$ cat config.mk
export PLATFORM = sky130hd
export DESIGN_NAME = wdt2_dual_stage
export DESIGN_NICKNAME = d
export VERILOG_FILES = /design/src/rtl/wdt2_pkg.sv /design/src/rtl/wdt2_prescaler.sv /design/src/rtl/wdt2_guard.sv /design/src/rtl/wdt2_stages.sv /design/src/rtl/wdt2_dual_stage.sv
export SDC_FILE = /design/constraint.sdc
export NUM_CORES = 1
export LEC_CHECK = 0
export ABC_AREA = 1
export BUFFER_PORTS_ARGS = -buffer_cell sky130_fd_sc_hd__buf_2
export CORE_ASPECT_RATIO = 1.1
export CORE_UTILIZATION = 59
export DETAILED_ROUTE_END_ITERATION = 7
export GPL_ROUTABILITY_DRIVEN = 1
export HOLD_SLACK_MARGIN = 0.12
export PLACE_DENSITY = 0.81
export SYNTH_ARGS = -nofsm -noshare
export SYNTH_HDL_FRONTEND = slang
export SYNTH_SLANG_ARGS = --single-unit
export TNS_END_PERCENT = 50
$ cat constraint.sdc
create_clock -name clk -period 2.81 [get_ports clk]
set_clock_uncertainty 0.2 [all_clocks]
set_input_delay 0.1405 -clock clk [delete_from_list [all_inputs] [get_ports clk]]
set_output_delay 0.1405 -clock clk [all_outputs]
set_load 0.005 [all_outputs]
$ cat src/rtl/wdt2_pkg.sv
package wdt2_pkg;
    localparam int ADDR_W = 5;

    // Word index of each register (byte offset >> 2)
    localparam logic [2:0] IDX_PRE1   = 3'd0;
    localparam logic [2:0] IDX_PRE2   = 3'd1;
    localparam logic [2:0] IDX_INTST  = 3'd2;
    localparam logic [2:0] IDX_RELOAD = 3'd3;
    localparam logic [2:0] IDX_CTRL   = 3'd4;
    localparam logic [2:0] IDX_CFG    = 3'd5;
    localparam logic [2:0] IDX_COUNT  = 3'd6;

    localparam logic [15:0] KEY_FIRST  = 16'h0080;
    localparam logic [15:0] KEY_SECOND = 16'h0086;

    localparam int RELOAD_CMD_BIT = 8;
    localparam int FLAG_CLR_BIT   = 9;

    typedef enum logic [1:0] {
        GUARD_IDLE = 2'd0,
        GUARD_HALF = 2'd1,
        GUARD_OPEN = 2'd2
    } guard_state_e;

    typedef enum logic [1:0] {
        IRQ_LEVEL     = 2'b00,
        IRQ_PULSE     = 2'b01,
        IRQ_LEVEL_ALT = 2'b10,
        IRQ_NONE      = 2'b11
    } irq_kind_e;
endpackage

$ cat src/rtl/wdt2_prescaler.sv
module wdt2_prescaler #(
    parameter int SLOW_LOG2 = 15,
    parameter int FAST_LOG2 = 5
) (
    input  logic clk,
    input  logic rst_n,
    input  logic fast_sel,
    output logic tick
);
    logic [SLOW_LOG2-1:0] div_q, div_d;

    always_comb begin
        div_d = div_q + 1'b1;
    end

    always_ff @(posedge clk or negedge rst_n) begin
        if (!rst_n) div_q <= '0;
        else        div_q <= div_d;
    end

    assign tick = fast_sel ? (&div_q[FAST_LOG2-1:0]) : (&div_q);

    // ticks are single-cycle strobes at either rate
    a_r10_tick_isolated: assert property (@(posedge clk) disable iff (!rst_n)
        tick |=> !tick);
endmodule

$ cat src/rtl/wdt2_guard.sv
module wdt2_guard
    import wdt2_pkg::*;
(
    input  logic        clk,
    input  logic        rst_n,
    input  logic        any_wr,
    input  logic        key_wr,
    input  logic [15:0] key_val,
    input  logic        prot_wr,
    output logic        open_o
);
    guard_state_e st_q, st_d;

    always_comb begin
        st_d = st_q;
        unique case (st_q)
            GUARD_IDLE: if (key_wr && key_val == KEY_FIRST) st_d = GUARD_HALF;
            GUARD_HALF: if (any_wr)
                            st_d = (key_wr && key_val == KEY_SECOND) ? GUARD_OPEN : GUARD_IDLE;
            GUARD_OPEN: if (prot_wr) st_d = GUARD_IDLE;
            default:    st_d = GUARD_IDLE;
        endcase
    end

    always_ff @(posedge clk or negedge rst_n) begin
        if (!rst_n) st_q <= GUARD_IDLE;
        else        st_q <= st_d;
    end

    assign open_o = (st_q == GUARD_OPEN);

    // the guard opens only right after the second key was written
    a_r2_open_after_key: assert property (@(posedge clk) disable iff (!rst_n)
        $rose(open_o) |-> $past(key_wr && key_val == KEY_SECOND));
    // one protected write consumes the opening
    a_r2_one_shot: assert property (@(posedge clk) disable iff (!rst_n)
        (open_o && prot_wr) |=> !open_o);
endmodule

$ cat src/rtl/wdt2_stages.sv
module wdt2_stages #(
    parameter int CNT_W     = 20,
    parameter int PRE1_INIT = 15360
) (
    input  logic             clk,
    input  logic             rst_n,
    input  logic             run,
    input  logic             tick,
    input  logic             timer_mode,
    input  logic             reload,
    input  logic [CNT_W-1:0] pre1,
    input  logic [CNT_W-1:0] pre2,
    output logic [CNT_W-1:0] count_o,
    output logic             in_stage2_o,
    output logic             exp1_o,
    output logic             exp2_o
);
    typedef struct packed {
        logic [CNT_W-1:0] cnt;
        logic             s2;
    } stage_t;

    stage_t q, d;
    logic   step, at_zero;

    always_comb begin
        step    = run && tick;
        at_zero = (q.cnt == '0);
        exp1_o  = step && !reload && !q.s2 && at_zero;
        exp2_o  = step && !reload && q.s2 && at_zero;
        d = q;
        if (reload) begin
            d.cnt = pre1;
            d.s2  = 1'b0;
        end else if (step) begin
            if (!at_zero) begin
                d.cnt = q.cnt - 1'b1;
            end else if (!q.s2) begin
                if (timer_mode) begin
                    d.cnt = pre1;
                end else begin
                    d.s2  = 1'b1;
                    d.cnt = pre2;
                end
            end else begin
                d.s2  = 1'b0;
                d.cnt = pre1;
            end
        end
    end

    always_ff @(posedge clk or negedge rst_n) begin
        if (!rst_n) begin
            q.cnt <= CNT_W'(PRE1_INIT);
            q.s2  <= 1'b0;
        end else begin
            q <= d;
        end
    end

    assign count_o     = q.cnt;
    assign in_stage2_o = q.s2;

    // nothing moves while disabled and no reload arrives
    a_r9_hold_when_off: assert property (@(posedge clk) disable iff (!rst_n)
        (!run && !reload) |=> ($stable(count_o) && $stable(in_stage2_o)));
    // a tick on a nonzero count removes exactly one
    a_r5_single_step: assert property (@(posedge clk) disable iff (!rst_n)
        (run && tick && !reload && count_o != '0) |=> (count_o + 1'b1) == $past(count_o));
    // in timer mode stage 1 never hands over to stage 2
    a_r12_no_stage2: assert property (@(posedge clk) disable iff (!rst_n)
        (timer_mode && !in_stage2_o) |=> !in_stage2_o);
endmodule

$ cat src/rtl/wdt2_dual_stage.sv
module wdt2_dual_stage
    import wdt2_pkg::*;
#(
    parameter int CNT_W      = 20,
    parameter int SLOW_LOG2  = 15,
    parameter int FAST_LOG2  = 5,
    parameter int RST_CYCLES = 16,
    parameter int PRE1_INIT  = 15360,
    parameter int PRE2_INIT  = 15360
) (
    input  logic                     clk,
    input  logic                     rst_n,
    input  logic                     bus_we,
    input  logic [wdt2_pkg::ADDR_W-1:0] bus_addr,
    input  logic [31:0]              bus_wdata,
    output logic [31:0]              bus_rdata,
    output logic                     irq_o,
    output logic                     sys_rst_req_o
);
    localparam int RC_W = $clog2(RST_CYCLES + 1);

    typedef struct packed {
        logic [CNT_W-1:0] pre1;
        logic [CNT_W-1:0] pre2;
        logic             int_flag;
        logic             timeout;
        logic             lock;
        logic             en;
        logic             tmode;
        logic             rst_en;
        logic             fast;
        irq_kind_e        itype;
        logic             irq;
        logic [RC_W-1:0]  rst_cnt;
    } regs_t;

    regs_t q, d;

    logic [2:0]       idx;
    logic             wr, prot_wr, guard_open, accept, reload_cmd;
    logic             tick, exp1, exp2, in_s2;
    logic [CNT_W-1:0] count;

    always_comb begin
        idx        = bus_addr[ADDR_W-1:2];
        wr         = bus_we && (bus_addr[1:0] == 2'b00);
        prot_wr    = wr && (idx == IDX_PRE1 || idx == IDX_PRE2 || idx == IDX_RELOAD);
        accept     = guard_open && prot_wr;
        reload_cmd = accept && (idx == IDX_RELOAD) && bus_wdata[RELOAD_CMD_BIT];
    end

    wdt2_prescaler #(
        .SLOW_LOG2 (SLOW_LOG2),
        .FAST_LOG2 (FAST_LOG2)
    ) u_presc (
        .clk      (clk),
        .rst_n    (rst_n),
        .fast_sel (q.fast),
        .tick     (tick)
    );

    wdt2_guard u_guard (
        .clk     (clk),
        .rst_n   (rst_n),
        .any_wr  (bus_we),
        .key_wr  (wr && idx == IDX_RELOAD),
        .key_val (bus_wdata[15:0]),
        .prot_wr (prot_wr),
        .open_o  (guard_open)
    );

    wdt2_stages #(
        .CNT_W     (CNT_W),
        .PRE1_INIT (PRE1_INIT)
    ) u_stages (
        .clk         (clk),
        .rst_n       (rst_n),
        .run         (q.en),
        .tick        (tick),
        .timer_mode  (q.tmode),
        .reload      (reload_cmd),
        .pre1        (q.pre1),
        .pre2        (q.pre2),
        .count_o     (count),
        .in_stage2_o (in_s2),
        .exp1_o      (exp1),
        .exp2_o      (exp2)
    );

    // Next-state for all registers
    always_comb begin
        d = q;
        if (accept && idx == IDX_PRE1) d.pre1 = bus_wdata[CNT_W-1:0];
        if (accept && idx == IDX_PRE2) d.pre2 = bus_wdata[CNT_W-1:0];

        if (reload_cmd && bus_wdata[FLAG_CLR_BIT]) d.timeout = 1'b0;
        if (exp2) d.timeout = 1'b1;

        if (wr && idx == IDX_INTST && bus_wdata[0]) d.int_flag = 1'b0;
        if (exp1) d.int_flag = 1'b1;

        if (wr && idx == IDX_CTRL) begin
            d.lock  = q.lock | bus_wdata[0];
            d.en    = q.lock ? (q.en | bus_wdata[1]) : bus_wdata[1];
            d.tmode = bus_wdata[2];
        end

        if (wr && idx == IDX_CFG) begin
            d.rst_en = bus_wdata[5];
            d.fast   = bus_wdata[2];
            d.itype  = irq_kind_e'(bus_wdata[1:0]);
        end

        if (exp2 && q.rst_en)     d.rst_cnt = RC_W'(RST_CYCLES);
        else if (q.rst_cnt != '0) d.rst_cnt = q.rst_cnt - 1'b1;

        unique case (q.itype)
            IRQ_NONE:  d.irq = 1'b0;
            IRQ_PULSE: d.irq = exp1;
            default:   d.irq = d.int_flag;
        endcase
    end

    always_ff @(posedge clk or negedge rst_n) begin
        if (!rst_n) begin
            q.pre1     <= CNT_W'(PRE1_INIT);
            q.pre2     <= CNT_W'(PRE2_INIT);
            q.int_flag <= 1'b0;
            q.timeout  <= 1'b0;
            q.lock     <= 1'b0;
            q.en       <= 1'b0;
            q.tmode    <= 1'b0;
            q.rst_en   <= 1'b0;
            q.fast     <= 1'b0;
            q.itype    <= IRQ_NONE;
            q.irq      <= 1'b0;
            q.rst_cnt  <= '0;
        end else begin
            q <= d;
        end
    end

    // Register read mux
    always_comb begin
        bus_rdata = '0;
        unique case (idx)
            IDX_PRE1:   bus_rdata[CNT_W-1:0] = q.pre1;
            IDX_PRE2:   bus_rdata[CNT_W-1:0] = q.pre2;
            IDX_INTST:  bus_rdata[0] = q.int_flag;
            IDX_RELOAD: bus_rdata[FLAG_CLR_BIT] = q.timeout;
            IDX_CTRL:   bus_rdata[2:0] = {q.tmode, q.en, q.lock};
            IDX_CFG:    begin
                            bus_rdata[5]   = q.rst_en;
                            bus_rdata[2]   = q.fast;
                            bus_rdata[1:0] = q.itype;
                        end
            IDX_COUNT:  begin
                            bus_rdata[CNT_W-1:0] = count;
                            bus_rdata[31]        = in_s2;
                        end
            default:    bus_rdata = '0;
        endcase
    end

    assign irq_o         = q.irq;
    assign sys_rst_req_o = (q.rst_cnt != '0);

    // lock never drops, and a locked enable never drops
    a_r8_lock_sticky: assert property (@(posedge clk) disable iff (!rst_n)
        q.lock |=> q.lock);
    a_r8_enable_held: assert property (@(posedge clk) disable iff (!rst_n)
        (q.lock && q.en) |=> q.en);
    // a reset request always comes with the timeout flag
    a_r6_req_has_flag: assert property (@(posedge clk) disable iff (!rst_n)
        $rose(sys_rst_req_o) |-> q.timeout);
    // the flag only falls after an accepted reload carrying the clear bit
    a_r7_flag_clear: assert property (@(posedge clk) disable iff (!rst_n)
        $fell(q.timeout) |-> $past(reload_cmd && bus_wdata[FLAG_CLR_BIT]));
    // a preload changes only through an accepted protected write
    a_r3_no_stray_preload: assert property (@(posedge clk) disable iff (!rst_n)
        (q.pre1 != $past(q.pre1)) |-> $past(accept && idx == IDX_PRE1));
    // style "none" keeps the interrupt line quiet
    a_r11_none_quiet: assert property (@(posedge clk) disable iff (!rst_n)
        ($past(q.itype) == IRQ_NONE) |-> !irq_o);
endmodule

==> key figures, run 1 <==
Power and ir drop
  – Leakage power: 0.00323 uW
  – Pwr Total: 4480 uW
  – PD cells: 692 nW/um2
  – VDD IR max: 0.000461 V

Timing
  – Slew @ Worst Pin: 0.769 ns
  – Final Setup Violations: 0
  – Share of the clock period used by the worst path: 0.990
  – Final hold violations: 0
  – Final WS setup: 0.0291 ns
  – Tmin final: 2.78 ns
  – Highest Clock Rate: 0.360 GHz
  – Min Hold Slack: 0.159 ns
  – Slew margin rel.: 0.487
  – Final Slew Violations: 0
  – RSZ-0062 raised after global routing: yes

Placement
  – Pre-CTS setup slack: 0.316 ns
  – Gpl congestion: 0.931
  – Port Buf Inserts: 50
  – Final HPWL DP: 11000 um
  – DP Cell Count: 895

Synthesis
  – Post-synthesis async set-or-reset flop share: 1.00
  – Synth warn: 0
  – Post-synth EDFFs: 0
  – Yosys reg bits: 93
  – Netlist cell types: 50
  – Synth top area share: 0.349
  – Most used flip-flop cell after synthesis: dfrtp_1
  – Seq/Total Area, Yosys: 0.414
  – Synth Instances: 740
  – Average size of a mapped cell: 7.65 um2
  – Synth area leaders: dfrtp_1 35%, nand2_1 13%, dfstp_2 6.5%
  – Cell type with the highest aggregate area in the netlist: dfrtp_1
  – Mapped Area: 5660 um2

Layout
  – Register Area: 2340 um2
  – Final #Nets: 865
  – Area taken by multi-input logic gates: 2780 um2
  – Post-route insts no fill: 941
  – Synthesis-to-layout area growth: 14.4%
  – Most frequent cells in the layout: 190 x nand2_1, 85 x inv_1, 79 x dfrtp_1, 63 x nor2_1, 62 x o21ai_0
  – Fillcell total: 765
  – Number of diodes: 0
  – Commonest non-fill, non-tap cell in the layout: nand2_1
  – Layout cell share with drive strength beyond 1: 0.178

CTS
  – Clock root cell: clkbuf_8
  – Clock Latency Late Sink: 0.37 ns
  – Clock tree buffer depth: 2
  – CTS tree: yes
  – CTS sink cnt: 93
  – Clock-pin slew on the worst setup and hold paths: 0.09 ns
  – Total CTS buffers: 9
  – H-tree levels: 3

Routing
  – Routed len/inst: 16.7 um
  – Initial DRT Pass Iterations: 5
  – Via/cell ratio: 5.75
  – DR DRC count: 0
  – Antenna-violating nets left: 0
  – DR vias: 5412
  – Total wire length: 15700 um
  – 1st-iter DRT viols: 427

Setup path
  – Endpoint class of the critical path: register
  – Crit-path max FO: 18
  – R2r worst-path depth: 10
  – Critical path startpoint: bus_addr[0]
  – FF-to-FF Start: u_stages.count_o[0]
  – Required time worst endpoint: 2.91 ns
  – Startpoint Class: primary input
  – Setup crit end: q[25]
  – Setup CP Type: primary input to register
  – FF-to-FF End: u_stages.count_o[8]
  – R2R Setup Slk: 0.49 ns
  – CP arrival: 2.88 ns

Run status
  – Status: completed

Die
  – Initial Utilization: 0.606
  – # rows: 37
  – Die Height: 105 um
  – Die area: 9990 um2
  – CORE AREA: 9350 um2
  – IO Count: 74
  – Die X: 95.4 um

GRT
  – Global-route wire length before repair: 25200 um
  – Initial antenna violation count: 0
  – Pin count of the biggest net entering global routing: 52
  – Vias in the first global route: 5291
  – GRT overflow: 0
  – Gr usage total: 0.334

Worst hold path
  – Hold Crit Class: primary input to asynchronous set/reset pin

Run
  – Max_cap viols: 0
==> metal layers <==
metal	routed length, um	track usage	vias up
met4	736	0.186	0
met1	6140	0.422	2546
met2	7690	0.537	266
met5	0	0	-
met3	1160	0.0575	67
li1	-	-	2533
==> layout make-up <==
class,count,area share
clock buffer,11,0.0218
sequential,93,0.362
clock inverter,5,0.00541
timing repair buffer,93,0.102
multi-input combinational,523,0.428
tap,117,0.0226
inverter,99,0.0577
==> synth_stat cells, drive strengths merged, types with 2 or more instances <==
cell type    n
nand2      197
inv         98
nor2        83
dfrtp       79
o21ai       72
nand3       44
buf         26
xor2        18
o221ai      16
dfstp       14
a21oi       12
o211ai      11
clkbuf       9
nor3         8
mux2         7
nand4        7
o22ai        7
ha           6
nor4         4
xnor2        4
a221oi       3
mux2i        2
o21a         2
or2          2
==> flip-flops by register name (all words and copies together) (netlist names) <==
name	flops
irq_o	1
q	54
u_guard.st_q	2
u_presc.div_q	15
u_stages.count_o	20
u_stages.in_stage2_o	1
==> stage by stage <==
stage          cell area, um2   util  setup TNS [ns]
2_1_floorplan            5700      -               0
3_5_place_dp             6000  0.641               0
3_3_place_gp             6000  0.641               0
5_1_grt                  6480  0.693         -0.0179
4_1_cts                  6470  0.692               0
6_report                 6480  0.693               0
==> power breakdown <==
part           switching [uW]  internal [uW]
registers                 198           1550
clock network             501            348
logic                    1220            668
total                    1920           2570
==> kinds of logic after synthesis <==
group                      Yosys count  share of synthesized area
AOI/OAI and AO/OA                  128                      0.138
DFF                                 93                      0.414
and+or+nand+nor                    347                      0.278
muxes                                9                     0.0175
other                                1                   0.000662
adders and majority gates            6                     0.0133
buffers and inverters              134                      0.104
xor gates and xnor gates            22                     0.0340
==> what timing repair did <==
item	in CTS	in global routing
hold buffers	30	0
setup buffers	0	0
setup endpoints to repair	0	19
gates resized for setup	0	1
endpoints found under the hold margin	143	0
==> worst min-delay path by stage <==
stage                                 endpoint  slack [ns]  startpoint  cells after the start
final                                    irq_o        0.16       rst_n                      2
after global routing                     irq_o        0.22       rst_n                      2
after CTS                 u_stages.in_stage2_o        0.16       rst_n                      2
after detailed placement                 irq_o        0.02       rst_n                      1
after global placement                   q[14]        0.02       rst_n                      1
after floorplan                          irq_o       -0.36       rst_n                      0
==> critical path, cell delays in order <==
cell and delay [ns]:
dlygate4sd3_1 0.54, buf_2 0.12, nor2_1 0.11, dlygate4sd3_1 0.56, nand2_1 0.18, nor2_4 0.20, nand2_2 0.10, nor2_4 0.29
buf_4 0.29, mux2_1 0.34
(Power assumes the default switching activity.)
==> inputs of run 2 (changes only) <==
Settings changed: SYNTH_HIERARCHICAL from default to 1.
==> run 2 against run 1 <==
  * Total power fell by 38%
  * Clock power rose by 9.1%
  * Utilization rose by 1.3 points
  * First-iteration DRC count rose by 6.3%
  * Synthesized area rose by 3.2%
  * Via count rose by 6.8%
  * Combinational power fell by 79%
  * Largest power group is now sequential cells
  * Routed wire length fell by 2.2%
==> key figures, run 2 <==
Run status
  – Status: completed

Synthesis
  – Post-synthesis async set-or-reset flop share: 1.00 (unchanged)
  – Synth area leaders: dfrtp_1 34%, nand2_1 18%, nand3_1 6.7%
  – Average size of a mapped cell: 7.04 um2 (-8.1%)
  – Post-synth EDFFs: 0 (unchanged)
  – Netlist cell types: 43 (-14%)
  – Yosys reg bits: 93 (unchanged)
  – Most used flip-flop cell after synthesis: dfrtp_1
  – Synth Instances: 831 (+12%)
  – Seq/Total Area, Yosys: 0.401 (-0.0130)
  – Commonest cells in the netlist: 279 x nand2_1, 100 x inv_1, 79 x dfrtp_1
  – Synth top area share: 0.338 (-0.0110)
  – Mapped Area: 5850 um2 (+3.2%)
  – Cell type with the highest aggregate area in the netlist: dfrtp_1
  – Most frequent cell after synthesis: nand2_1
  – Synth warn: 6 (+6)

Layout
  – Most frequent cells in the layout: 278 x nand2_1, 100 x inv_1, 79 x dfrtp_1, 78 x nand3_1, 66 x nor2_1
  – Synthesis-to-layout area growth: 14.6%
  – Most flops, register: q
  – Layout cell share with drive strength beyond 1: 0.165 (-0.0137)
  – Max FFs per register: 54 (unchanged)
  – Number of diodes: 0 (unchanged)
  – Commonest non-fill, non-tap cell in the layout: nand2_1
  – Final #Nets: 957 (+11%)
  – Fillcell total: 783 (+2.4%)

Power and ir drop
  – PD cells: 414 nW/um2 (-40%)
  – Leakage power: 0.00344 uW (+6.5%)
  – VDD IR max: 0.000317 V (-31%)

GRT
  – Vias in the first global route: 5550 (+4.9%)
  – Initial antenna violation count: 0 (unchanged)
  – GRT overflow: 0 (unchanged)
  – Gr usage total: 0.312 (-0.0221)
  – Pin count of the biggest net entering global routing: 54 (+3.8%)
  – Global-route wire length before repair: 25900 um (+2.6%)

Placement
  – Pre-CTS setup slack: 0.275 ns (-0.0416 ns)
  – Gpl congestion: 0.944 (+1.4%)
  – Port Buf Inserts: 50 (unchanged)
  – Final HPWL DP: 10300 um (-6.0%)

CTS
  – Clock Latency Late Sink: 0.38 ns (about the same)
  – CTS sink cnt: 93 (unchanged)
  – Total CTS buffers: 9 (unchanged)
  – Clock root cell: clkbuf_8
  – Clock-pin slew on the worst setup and hold paths: 0.09 ns (about the same)
  – CTS tree: yes
  – H-tree levels: 3 (unchanged)
  – Postcts setup bufs: 0 (unchanged)
  – Clock tree buffer depth: 2 (unchanged)

Timing
  – Slew margin rel.: 0.637 (+0.150)
  – Highest Clock Rate: 0.380 GHz (+5.7%)
  – Setup TNS: 0 ns (unchanged)
  – Tmin final: 2.63 ns (-0.151 ns)
  – Final WS setup: 0.180 ns (+0.151 ns)
  – Final hold violations: 0 (unchanged)
  – Final Setup Violations: 0 (unchanged)
  – Final Slew Violations: 0 (unchanged)
  – Slew @ Worst Pin: 0.542 ns (-0.226 ns)
  – Share of the clock period used by the worst path: 0.936 (-0.0538)
  – RSZ-0062 raised after global routing: no

Setup path
  – Endpoint class of the critical path: register
  – Required time worst endpoint: 2.88 ns (-0.03 ns)
  – Startpoint Class: primary input
  – CP max stage cell: dlygate4sd3_1
  – Cell depth of the worst setup path: 14 (+4)
  – Critical-path cell list: dlygate4sd3_1 -> buf_2 -> inv_2 -> nand2_2 -> dlygate4sd3_1 -> nand2_2 -> nor2_4 -> and3_4 -> inv_2 -> buf_4 -> nand3_1 -> o21ai_0 -> inv_1 -> nand2_1
  – Setup CP Type: primary input to register
  – R2r worst-path depth: 15 (+5)
  – CP arrival: 2.70 ns (-0.18 ns)
  – Crit-path max cell delay: 0.61 ns (+0.05 ns)
  – Crit-path max FO: 23 (+5)
  – CP Buf/Inv Count: 7 (+3)
  – CP delay by family, top: buffers and inverters

Routing
  – DR DRC count: 0 (unchanged)
  – Initial DRT Pass Iterations: 5 (unchanged)
  – Antenna-violating nets left: 0 (unchanged)
  – Via/cell ratio: 5.59 (-2.8%)
  – Total wire length: 15400 um (-2.2%)
  – Routed len/inst: 14.9 um (-11%)
  – 1st-iter DRT viols: 454 (+6.3%)
  – DR vias: 5778 (+6.8%)

Worst hold path
  – Hold Path Depth: 2
  – Hold Crit Class: register to register

Die
  – IO Count: 74 (unchanged)
  – CORE AREA: 9490 um2 (+1.5%)
  – Die Height: 106 um (+1.6%)
  – Die X: 96.9 um (+1.6%)
  – # rows: 37 (unchanged)
  – Initial Utilization: 0.616 (+0.0105)
  – Die area: 10300 um2 (+3.2%)

Run
  – Max_cap viols: 0 (unchanged)
run 2: logic make-up after synthesis:
kind of cell / share of synthesized area
AOI/OAI and AO/OA: 0.0993
DFF: 0.401
adders and majority gates: 0.0107
and+or+nand+nor: 0.356
buffers and inverters: 0.113
xor gates and xnor gates: 0.0180
other: 0.000641
muxes: 0.00171
run 2: layout make-up:
cell class                      count  area (um2)  area share
Inverter                          109         409      0.0611
Clock inverter                      7        72.6      0.0108
Clock buffer                        9         124      0.0185
Multi-Input combinational cell    603        2900       0.433
Timing Repair Buffer               96         706       0.105
Sequential cell                    93        2340       0.350
Tap cell                          117         146      0.0218
run 2: what timing repair did:
item                                    in CTS  in global routing
endpoints found under the hold margin      133                  0
hold buffers                                34                  0
endpoints found under the setup margin       0                 26
resized for setup                            0                  5
run 2: metrics by stage:
| stage | std cells | instance area (um2) | power [uW] | utilization | hold WS, ns |
|---|---|---|---|---|---|
| final | 1034 | 6700 | 2780 | 0.706 | 0.272 |
| after global routing | 1034 | 6700 | 2900 | 0.706 | 0.319 |
| after CTS | 1034 | 6680 | 2780 | 0.704 | 0.276 |
| after detailed placement | 984 | 6140 | 1820 | 0.647 | -0.0421 |
| after global placement | 984 | 6140 | 1800 | 0.647 | -0.0533 |
| after floorplan | 841 | 5880 | 1700 | - | -0.355 |
run 2: worst reg2reg max path, cell delays in order (launching register included):
cell and delay, ns:
dfrtp_1 0.43, ha_1 0.25, nand2_2 0.09, nor2_4 0.18, ha_1 0.18, nand2_1 0.05
inv_1 0.04, o21bai_2 0.09, nand2_1 0.14, nor2_1 0.18, inv_2 0.12, nor3_2 0.24
inv_1 0.07, nand2_1 0.08, nand2_1 0.05, nand2_1 0.05
run 2: worst paths after layout:
check                                      start                  end  slack (ns)
max in group asynchronous                  rst_n                q[47]        1.41
worst max register to register  u_presc/div_q[0]                irq_o        0.31
worst max-delay path                 bus_addr[2]  u_stages/count_o[8]        0.18
min in group asynchronous                  rst_n                 q[7]        0.65
worst min register to register              q[4]                 q[4]        0.27
worst min-delay path                        q[4]                 q[4]        0.27
run 2: power by group:
| part | internal (uW) | total, uW | switching, uW |
|---|---|---|---|
| registers | 1410 | 1460 | 48.6 |
| logic | 158 | 390 | 232 |
| clock network | 416 | 926 | 510 |
| total | 1990 | 2780 | 790 |
run 2: metal layers:
layer	track usage	part of all wire	vias up
li1	-	-	2768
met1	0.386	0.41	2685
met3	0.0657	0.076	41
met5	0	0	-
met2	0.531	0.48	284
met4	0.130	0.027	0
